--- src/rtl/afrx_pkg.sv ---
`timescale 1ns/1ps
package afrx_pkg;
  localparam int unsigned TAG_W_DEF   = 16;
  localparam int unsigned SLOT_W_DEF  = 20;
  localparam int unsigned N_SLOTS_DEF = 12;
  localparam int unsigned CID_W       = 2;
  typedef logic [CID_W-1:0] cid_t;
endpackage

--- src/rtl/afrx_sync_track.sv ---
`timescale 1ns/1ps
module afrx_sync_track #(
  parameter int unsigned TAG_W   = afrx_pkg::TAG_W_DEF,
  parameter int unsigned SLOT_W  = afrx_pkg::SLOT_W_DEF,
  parameter int unsigned N_SLOTS = afrx_pkg::N_SLOTS_DEF,
  parameter int unsigned IDX_W   = $clog2(N_SLOTS + 1)
) (
  input  logic             clk_i,
  input  logic             rst_ni,
  input  logic             sync_i,
  output logic             hit_o,
  output logic [IDX_W-1:0] slot_o,
  output logic             last_o,
  output logic             frame_end_o,
  output logic             sync_rise_o,
  output logic             active_o,
  output logic             err_o
);
  localparam int unsigned MAX_W = (TAG_W > SLOT_W) ? TAG_W : SLOT_W;
  localparam int unsigned BIT_W = $clog2(MAX_W);
  localparam int unsigned HI_W  = $clog2(TAG_W + 2);
  localparam logic [BIT_W-1:0] TAG_LAST  = BIT_W'(TAG_W - 1);
  localparam logic [BIT_W-1:0] SLOT_LAST = BIT_W'(SLOT_W - 1);
  localparam logic [IDX_W-1:0] IDX_LAST  = IDX_W'(N_SLOTS);
  localparam logic [HI_W-1:0]  HI_OK     = HI_W'(TAG_W);
  localparam logic [HI_W-1:0]  HI_MAX    = {HI_W{1'b1}};

  logic             sync_q, active_q, err_q;
  logic [IDX_W-1:0] slot_q, cur_slot;
  logic [BIT_W-1:0] bis_q, cur_bis;
  logic [HI_W-1:0]  hi_q;
  logic             rise, fall, hit, last, fend;

  always_comb begin
    rise     = sync_i & ~sync_q;
    fall     = ~sync_i & sync_q;
    hit      = rise | active_q;
    cur_slot = rise ? '0 : slot_q;
    cur_bis  = rise ? '0 : bis_q;
    last     = hit & ((cur_slot == '0) ? (cur_bis == TAG_LAST) : (cur_bis == SLOT_LAST));
    fend     = last & (cur_slot == IDX_LAST);
  end

  always_ff @(negedge clk_i or negedge rst_ni) begin
    if (!rst_ni) begin
      sync_q   <= 1'b0;
      active_q <= 1'b0;
      slot_q   <= '0;
      bis_q    <= '0;
      hi_q     <= '0;
      err_q    <= 1'b0;
    end else begin
      sync_q   <= sync_i;
      active_q <= hit & ~fend;
      if (hit) begin
        if (last) begin
          bis_q  <= '0;
          slot_q <= cur_slot + 1'b1;
        end else begin
          bis_q  <= cur_bis + 1'b1;
          slot_q <= cur_slot;
        end
      end
      if (rise)                       hi_q <= HI_W'(1);
      else if (sync_i && hi_q != HI_MAX) hi_q <= hi_q + 1'b1;
      // wrong strobe width, or restart inside a running frame
      err_q <= (fall && (hi_q != HI_OK)) || (rise && active_q);
    end
  end

  assign hit_o       = hit;
  assign slot_o      = cur_slot;
  assign last_o      = last;
  assign frame_end_o = fend;
  assign sync_rise_o = rise;
  assign active_o    = active_q;
  assign err_o       = err_q;
endmodule

--- src/rtl/afrx_deser.sv ---
`timescale 1ns/1ps
module afrx_deser #(
  parameter int unsigned TAG_W   = afrx_pkg::TAG_W_DEF,
  parameter int unsigned SLOT_W  = afrx_pkg::SLOT_W_DEF,
  parameter int unsigned N_SLOTS = afrx_pkg::N_SLOTS_DEF,
  parameter int unsigned IDX_W   = $clog2(N_SLOTS + 1)
) (
  input  logic                      clk_i,
  input  logic                      rst_ni,
  input  logic                      sdata_i,
  input  logic                      hit_i,
  input  logic [IDX_W-1:0]          slot_i,
  input  logic                      last_i,
  input  logic                      frame_end_i,
  output logic [TAG_W-1:0]          tag_o,
  output logic [N_SLOTS*SLOT_W-1:0] slot_data_o,
  output logic                      done_o
);
  logic [SLOT_W-2:0] sh_q;
  logic [SLOT_W-1:0] word_next;
  logic [TAG_W-1:0]  tag_q, tag_out_q;
  logic              done_q;

  assign word_next = {sh_q, sdata_i};

  always_ff @(negedge clk_i or negedge rst_ni) begin
    if (!rst_ni) begin
      sh_q      <= '0;
      tag_q     <= '0;
      tag_out_q <= '0;
      done_q    <= 1'b0;
    end else begin
      if (hit_i) sh_q <= word_next[SLOT_W-2:0];
      if (hit_i && last_i && slot_i == '0) tag_q <= word_next[TAG_W-1:0];
      if (frame_end_i) tag_out_q <= tag_q;
      done_q <= frame_end_i;
    end
  end

  for (genvar g = 0; g < N_SLOTS; g++) begin : g_slot
    logic [SLOT_W-1:0] out_q;
    if (g < N_SLOTS - 1) begin : g_held
      // earlier slots wait in a holding word until the frame closes
      logic [SLOT_W-1:0] hold_q;
      always_ff @(negedge clk_i or negedge rst_ni) begin
        if (!rst_ni) begin
          hold_q <= '0;
          out_q  <= '0;
        end else begin
          if (hit_i && last_i && slot_i == IDX_W'(g + 1)) hold_q <= word_next;
          if (frame_end_i) out_q <= hold_q;
        end
      end
    end else begin : g_final
      always_ff @(negedge clk_i or negedge rst_ni) begin
        if (!rst_ni)          out_q <= '0;
        else if (frame_end_i) out_q <= word_next;
      end
    end
    assign slot_data_o[g*SLOT_W +: SLOT_W] = out_q;
  end

  assign tag_o  = tag_out_q;
  assign done_o = done_q;
endmodule

--- src/rtl/afrx_tag_decode.sv ---
`timescale 1ns/1ps
module afrx_tag_decode #(
  parameter int unsigned TAG_W   = afrx_pkg::TAG_W_DEF,
  parameter int unsigned N_SLOTS = afrx_pkg::N_SLOTS_DEF
) (
  input  logic [TAG_W-1:0]   tag_i,
  output logic               frame_valid_o,
  output logic [N_SLOTS-1:0] slot_valid_o,
  output afrx_pkg::cid_t     codec_id_o
);
  localparam int unsigned RSV_W = TAG_W - 1 - N_SLOTS - afrx_pkg::CID_W;

  assign frame_valid_o = tag_i[TAG_W-1];
  assign codec_id_o    = tag_i[afrx_pkg::CID_W-1:0];

  for (genvar k = 0; k < N_SLOTS; k++) begin : g_vld
    assign slot_valid_o[k] = tag_i[TAG_W-2-k] & tag_i[TAG_W-1];
  end

  if (RSV_W > 0) begin : g_rsv
    logic unused_rsv;
    assign unused_rsv = ^tag_i[afrx_pkg::CID_W +: RSV_W];
  end
endmodule

--- src/rtl/audio_frame_rx.sv ---
`timescale 1ns/1ps
module audio_frame_rx #(
  parameter int unsigned TAG_W   = afrx_pkg::TAG_W_DEF,
  parameter int unsigned SLOT_W  = afrx_pkg::SLOT_W_DEF,
  parameter int unsigned N_SLOTS = afrx_pkg::N_SLOTS_DEF
) (
  input  logic                      bit_clk_i,
  input  logic                      rst_ni,
  input  logic                      sync_i,
  input  logic                      sdata_i,
  output logic [N_SLOTS*SLOT_W-1:0] slot_data_o,
  output logic [N_SLOTS-1:0]        slot_valid_o,
  output logic                      frame_valid_o,
  output logic [1:0]                codec_id_o,
  output logic                      frame_done_o,
  output logic                      frame_err_o
);
  localparam int unsigned IDX_W = $clog2(N_SLOTS + 1);

  logic             hit_w, last_w, fend_w, sync_rise_w, active_w;
  logic [IDX_W-1:0] slot_w;
  logic [TAG_W-1:0] tag_w;

  afrx_sync_track #(.TAG_W(TAG_W), .SLOT_W(SLOT_W), .N_SLOTS(N_SLOTS), .IDX_W(IDX_W)) u_track (
    .clk_i       (bit_clk_i),
    .rst_ni      (rst_ni),
    .sync_i      (sync_i),
    .hit_o       (hit_w),
    .slot_o      (slot_w),
    .last_o      (last_w),
    .frame_end_o (fend_w),
    .sync_rise_o (sync_rise_w),
    .active_o    (active_w),
    .err_o       (frame_err_o)
  );

  afrx_deser #(.TAG_W(TAG_W), .SLOT_W(SLOT_W), .N_SLOTS(N_SLOTS), .IDX_W(IDX_W)) u_deser (
    .clk_i       (bit_clk_i),
    .rst_ni      (rst_ni),
    .sdata_i     (sdata_i),
    .hit_i       (hit_w),
    .slot_i      (slot_w),
    .last_i      (last_w),
    .frame_end_i (fend_w),
    .tag_o       (tag_w),
    .slot_data_o (slot_data_o),
    .done_o      (frame_done_o)
  );

  afrx_tag_decode #(.TAG_W(TAG_W), .N_SLOTS(N_SLOTS)) u_dec (
    .tag_i         (tag_w),
    .frame_valid_o (frame_valid_o),
    .slot_valid_o  (slot_valid_o),
    .codec_id_o    (codec_id_o)
  );
endmodule

--- config.mk ---
export PLATFORM = sky130hd
export DESIGN_NAME = audio_frame_rx
export DESIGN_NICKNAME = d
export VERILOG_FILES = /design/src/rtl/afrx_pkg.sv /design/src/rtl/afrx_sync_track.sv /design/src/rtl/afrx_deser.sv /design/src/rtl/afrx_tag_decode.sv /design/src/rtl/audio_frame_rx.sv
export SDC_FILE = /design/constraint.sdc
export NUM_CORES = 1
export LEC_CHECK = 0
export BUFFER_PORTS_ARGS = -buffer_cell sky130_fd_sc_hd__buf_4
export CELL_PAD_IN_SITES_DETAIL_PLACEMENT = 0
export CELL_PAD_IN_SITES_GLOBAL_PLACEMENT = 1
export CORE_MARGIN = 3
export CORE_UTILIZATION = 52
export DETAILED_ROUTE_END_ITERATION = 7
export GPL_ROUTABILITY_DRIVEN = 0
export PLACE_DENSITY_LB_ADDON = 0.12
export SLEW_MARGIN = 20
export SYNTH_ARGS = -nofsm -noshare
export SYNTH_HDL_FRONTEND = slang
export SYNTH_HIERARCHICAL = 1
export SYNTH_SLANG_ARGS = --single-unit
--- constraint.sdc ---
create_clock -name bit_clk_i -period 5.5 [get_ports bit_clk_i]
set_clock_uncertainty 0.1 [all_clocks]
set_input_delay 0.275 -clock bit_clk_i [delete_from_list [all_inputs] [get_ports bit_clk_i]]
set_output_delay 0.275 -clock bit_clk_i [all_outputs]
set_load 0.005 [all_outputs]
==> flow_metrics.env, run 1 <==
export IMPL_cts_made_buffers=53
export IMPL_drc=0
export IMPL_floorplan_io_pins=261
export IMPL_critical_path_max_fanout=20
export IMPL_first_global_vias=11698
export IMPL_detailedPlacementHpwl_um=28490
export IMPL_drt_iter0_markers=509
export IMPL_grt_first_pass_wirelength_um=70390
export IMPL_avgRoutedWirePerCell_um=21.45
export IMPL_hold_violations_final=0
export IMPL_syn_area_mm2=0.02017
export IMPL_fin_cells=2075
export IMPL_fin_ws_ns=0.5138
export IMPL_cts_root_buffer_cell="sky130_fd_sc_hd__clkbuf_16"
export IMPL_initial_core_util=0.5317
export IMPL_drive_gt1_frac=0.5965
export IMPL_placeableCoreArea_mm2=0.03793
export IMPL_totalPowerFinal_w=0.008102
export IMPL_cts_resized_gates=0
export IMPL_grt_remaining_overflow=0
export IMPL_vias=11014
export IMPL_timing_slew_headroom=0.4009
export IMPL_worst_hold_path_type="register to register"
export IMPL_worst_setup_path_type="input pin to register"
export IMPL_regToRegStartpoint="u_track/sync_q"
export IMPL_routed_wirelength_um=44510
export IMPL_chipWidth_um=203.0
export IMPL_clkLatencyLatePin_ns=0.57
export IMPL_nFillCells=2724
export IMPL_design_die_area_mm2=0.04119
export IMPL_dp_worst_setup_slack_ns=-0.06188
export IMPL_port_buffers=260
export IMPL_seq_area_mm2=0.01319
export IMPL_routed_via_density=5.308
export IMPL_placed_cells=1975
export IMPL_detail_route_first_pass_iterations=4
export IMPL_layout_nets=1529
export IMPL_crit_path_required_time_ns=3.06
export IMPL_mostFrequentLayoutCells="sky130_fd_sc_hd__dfrtn_1 (527), sky130_fd_sc_hd__mux2_2 (487), sky130_fd_sc_hd__buf_4 (278)"
export IMPL_tritoncts_clock_tree="yes"
export IMPL_core_rows=71
export IMPL_p_leak_nw=13.13
export IMPL_n_antenna_cell=0
export IMPL_multiInputGateArea_mm2=0.006588
export IMPL_rsz0062_at_grt="no"
export IMPL_route_antenna_remaining_nets=0
export IMPL_syn_inst=1237
export IMPL_setup_viol=0
export IMPL_pin_count_of_the_biggest_net_entering_global_routing=112
export IMPL_critPathLaunch="sync_i"
export IMPL_htree_num_levels=2
export IMPL_worst_endpoint_arrival_ns=2.54
export IMPL_flow_area_growth_from_synthesis_pct=23.93
export IMPL_grt_use_total=0.2202
export IMPL_syn_num_nets=1247
export IMPL_power_density_cell_area_mw_per_mm2=324.1
export IMPL_cap_viol_max_count=0
export IMPL_postCtsHoldBufs=0
export IMPL_final_report_max_slew_violation_count=0
export IMPL_cts_setup_buffers=0
export IMPL_clock_tree_buffer_depth=3
export IMPL_timing_worst_slew_pin_value_ns=0.8987
export IMPL_mostFrequentLayoutCell="sky130_fd_sc_hd__dfrtn_1"
export IMPL_start_point_of_the_worst_min_delay_path="u_deser/g_slot[1].g_held.hold_q[2]"
export IMPL_height_of_the_die_um=203.0
export IMPL_outcome="finished clean"
export IMPL_antenna_found_initial=0
export IMPL_yosysWarningCount=6
export IMPL_post_synth_cell_area_avg_um2=16.31
export IMPL_tritoncts_num_sinks=527
export IMPL_worstSetupStartpointType="input pin"
export IMPL_setup_tns_final_ns=0
export IMPL_clkTransAtPathRegs_ns=0.04
export IMPL_timing_critical_path_to_type="register"
export IMPL_ir_drop_v=0.0002312
[area by class of cell]
class | instances | area share
clock buffer | 80 | 0.06562
inverter | 11 | 0.001652
clock inverter | 20 | 0.01036
tap | 511 | 0.02558
timing repair buffer | 306 | 0.1057
multi-input combinational | 620 | 0.2635
sequential | 527 | 0.5276
[routing by layer]
layer | global-route usage | vias up | share of wire
met5 | 0 | - | 0
met4 | 0.05543 | 0 | 0.020
met3 | 0.04329 | 61 | 0.048
met2 | 0.3323 | 241 | 0.46
met1 | 0.3324 | 5810 | 0.47
li1 | - | 4902 | -
[where the power goes]
part	leakage, nW	total [W]	switching [W]	internal, W
Combinational	4.90	0.000230	0.000138	0.0000921
Sequential	7.29	0.00406	0.0000917	0.00397
Clock	0.942	0.00381	0.00147	0.00234
[registers in the layout, summed over array words and instances, names as in the netlist]
name                          count
u_track/bis_q                     5
u_deser/tag_o                    15
u_track/sync_q                    1
u_deser/g_slot.g_held.hold_q    220
u_deser/done_o                    1
u_track/err_o                     1
u_track/hi_q                      5
u_deser/tag_q                    15
u_track/active_o                  1
u_deser/sh_q                     19
u_deser/g_slot.out_q            240
u_track/slot_q                    4
[metrics by stage]
stage	hold WS [ns]	instance area [um2]	utilization
after floorplan	0.3137	20210	-
after global placement	0.3301	23100	0.6089
after detailed placement	0.3412	23100	0.6089
after CTS	0.3401	25000	0.6590
after global routing	0.3517	25000	0.6590
final	0.3388	25000	0.6590
[worst max-delay path, stage by stage]
cell and delay, ns:
sky130_fd_sc_hd__buf_4 0.12, sky130_fd_sc_hd__nand2b_4 0.07, sky130_fd_sc_hd__nand2_1 0.07, sky130_fd_sc_hd__ha_1 0.20, sky130_fd_sc_hd__nor3b_2 0.16, sky130_fd_sc_hd__mux2i_2 0.15, sky130_fd_sc_hd__or2_1 0.25, sky130_fd_sc_hd__nor2_2 0.15
sky130_fd_sc_hd__nand4b_1 0.14, sky130_fd_sc_hd__buf_4 0.18, sky130_fd_sc_hd__nor2_2 0.16, sky130_fd_sc_hd__buf_12 0.23, sky130_fd_sc_hd__mux2_2 0.36
[path summary, 6_finish.rpt]
path                       depth (start not counted)  slack (ns)                             endpoint
setup / recovery                                  13        0.51  u_deser/g_slot[4].g_held.hold_q[11]
hold / removal                                     1        0.34   u_deser/g_slot[1].g_held.hold_q[2]
setup reg to reg                                  12        2.49  u_deser/g_slot[4].g_held.hold_q[11]
hold reg to reg                                    1        0.34   u_deser/g_slot[1].g_held.hold_q[2]
max in group asynchronous                          2        2.07   u_deser/g_slot[0].g_held.hold_q[9]
min in group asynchronous                          1        2.18          u_deser/g_slot[10].out_q[1]
(Power assumes the default switching activity.)
==> inputs of run 2 (changes only) <==
--- a/config.mk
+++ b/config.mk
@@ -6,10 +6,9 @@
 export NUM_CORES = 1
 export LEC_CHECK = 0
 export BUFFER_PORTS_ARGS = -buffer_cell sky130_fd_sc_hd__buf_4
-export CELL_PAD_IN_SITES_DETAIL_PLACEMENT = 0
-export CELL_PAD_IN_SITES_GLOBAL_PLACEMENT = 1
 export CORE_MARGIN = 3
-export CORE_UTILIZATION = 52
+export CORE_UTILIZATION = 60
+export CTS_CLUSTER_SIZE = 28
 export DETAILED_ROUTE_END_ITERATION = 7
 export GPL_ROUTABILITY_DRIVEN = 0
 export PLACE_DENSITY_LB_ADDON = 0.12
==> flow_metrics.env, run 2 (synthesized netlist as in run 1, its figures left out) <==
export IMPL_top_register="u_deser/g_slot.out_q"
export IMPL_worst_hold_path_type="register to register"
export IMPL_routed_via_density=5.526
export IMPL_clkTransAtPathRegs_ns=0.04
export IMPL_hold_violations_final=0
export IMPL_height_of_the_die_um=189.4
export IMPL_crit_family="simple AND/OR/NAND/NOR gates"
export IMPL_chipWidth_um=189.4
export IMPL_cts_made_buffers=51
export IMPL_detailedPlacementHpwl_um=28030
export IMPL_pin_count_of_the_biggest_net_entering_global_routing=93
export IMPL_power_density_cell_area_mw_per_mm2=310.1
export IMPL_setup_tns_final_ns=0
export IMPL_layout_nets=1531
export IMPL_drc=0
export IMPL_largest_registers="u_deser/g_slot.out_q: 240 flops, u_deser/g_slot.g_held.hold_q: 220 flops, u_deser/sh_q: 19 flops"
export IMPL_core_rows=66
export IMPL_flow_area_growth_from_synthesis_pct=21.92
export IMPL_critical_path_n_buffers_inverters=2
export IMPL_port_buffers=260
export IMPL_layout_core_utilization=0.7482
export IMPL_htree_num_levels=2
export IMPL_routed_wirelength_um=43590
export IMPL_timing_critical_path_to_type="register"
export IMPL_avgRoutedWirePerCell_um=21.79
export IMPL_outcome="finished clean"
export IMPL_cap_viol_max_count=0
export IMPL_cpMostUsedCell="sky130_fd_sc_hd__nor2_2"
export IMPL_n_antenna_cell=0
export IMPL_cts_setup_buffers=0
export IMPL_tritoncts_clock_tree="yes"
export IMPL_setup_viol=0
export IMPL_cts_root_buffer_cell="sky130_fd_sc_hd__clkbuf_16"
export IMPL_initial_core_util=0.6137
export IMPL_crit_path_required_time_ns=3.03
export IMPL_postCtsHoldBufs=0
export IMPL_grt_first_pass_wirelength_um=69620
export IMPL_grt_remaining_overflow=0
export IMPL_cts_resized_gates=0
export IMPL_mostFrequentLayoutCell="sky130_fd_sc_hd__dfrtn_1"
export IMPL_totalPowerFinal_w=0.007627
export IMPL_antenna_found_initial=0
export IMPL_final_report_max_slew_violation_count=0
export IMPL_route_antenna_remaining_nets=0
export IMPL_rsz0062_at_grt="no"
export IMPL_drive_gt1_frac=0.5892
export IMPL_clock_tree_buffer_depth=3
export IMPL_timing_slew_headroom=0.4522
export IMPL_placeableCoreArea_mm2=0.03287
export IMPL_critical_path_max_fanout=20
export IMPL_path_cells="buf_4 > nand2b_4 > nand2_1 > ha_1 > nor3b_2 > mux2i_2 > or2_1 > nor2_2 > nand4b_1 > nor2_2 > buf_12 > mux2_2"
export IMPL_ir_drop_v=0.0002530
export IMPL_p_leak_nw=12.99
export IMPL_worst_setup_path_type="input pin to register"
export IMPL_worstSetupStartpointType="input pin"
export IMPL_floorplan_io_pins=261
export IMPL_mostFrequentLayoutCells="sky130_fd_sc_hd__dfrtn_1 (527), sky130_fd_sc_hd__mux2_2 (487), sky130_fd_sc_hd__buf_4 (286)"
export IMPL_detail_route_first_pass_iterations=4
export IMPL_vias=11052
export IMPL_worst_endpoint_arrival_ns=2.54
export IMPL_tritoncts_num_sinks=527
export IMPL_largest_register_ffs=240
export IMPL_timing_critical_path_slowest_stage_cell="sky130_fd_sc_hd__mux2_2"
export IMPL_clkLatencyLatePin_ns=0.54
export IMPL_first_global_vias=12115
export IMPL_critPathMaxStageDelay_ns=0.36
export IMPL_drt_iter0_markers=468
export IMPL_timing_worst_slew_pin_value_ns=0.8217
export IMPL_grt_use_total=0.2484
export IMPL_design_die_area_mm2=0.03585
## run 2: cell count changes in the layout (fill, tap and decap cells not counted), sizes merged
cell,change
buf,+4
bufinv,-4
clkbuf,-1
clkinv,-3
clkinvlp,-2
## run 2: final cells by class
cell class,instances,area (um2)
flip-flops and latches,527,13190
fillers,2054,8274
multi-input cells,620,6588
repair buffers,310,2623
clock buffers,79,1491
well taps,442,553.0
clock inverters,11,108.9
inverters,11,41.29
## run 2: per-stage QoR
| stage | std cells | setup slack [ns] | area [um2] | hold WS (ns) |
|---|---|---|---|---|
| global placement | 1910 | -0.04853 | 22990 | 0.3292 |
| detailed placement | 1910 | -0.07205 | 22990 | 0.3395 |
| floorplan | 1237 | 0.0005604 | 20210 | 0.3137 |
| global route | 2000 | 0.3513 | 24590 | 0.3563 |
| CTS | 2000 | 0.4818 | 24590 | 0.3393 |
| finish | 2000 | 0.4862 | 24590 | 0.3337 |
## run 2: power by group
part	switching, W	internal, W	leakage (nW)
clock network	0.00138	0.00195	0.792
logic	0.000142	0.0000959	4.90
registers	0.0000905	0.00397	7.29
total	0.00161	0.00601	13.0
## run 2: metal layers
layer / track usage / vias up / wire (um)
li1: - / 4884 / -
met1: 0.3550 / 5871 / 19170
met2: 0.4086 / 247 / 21240
met3: 0.04777 / 50 / 2571
met4: 0.04606 / 0 / 606
met5: 0 / - / 0
## run 2: final timing paths
check / from / endpoint / slack (ns) / depth (start not counted)
max in group asynchronous: rst_ni / u_deser/g_slot[9].out_q[11] / 2.05 / 2
max: sync_i / u_deser/g_slot[8].g_held.hold_q[0] / 0.49 / 12
min: u_deser/g_slot[1].g_held.hold_q[2] / u_deser/g_slot[1].g_held.hold_q[2] / 0.33 / 1
min reg2reg: u_deser/g_slot[1].g_held.hold_q[2] / u_deser/g_slot[1].g_held.hold_q[2] / 0.33 / 1
max reg2reg: u_track/sync_q / u_deser/g_slot[8].g_held.hold_q[0] / 2.42 / 11
min in group asynchronous: rst_ni / u_deser/g_slot[5].out_q[0] / 2.30 / 1
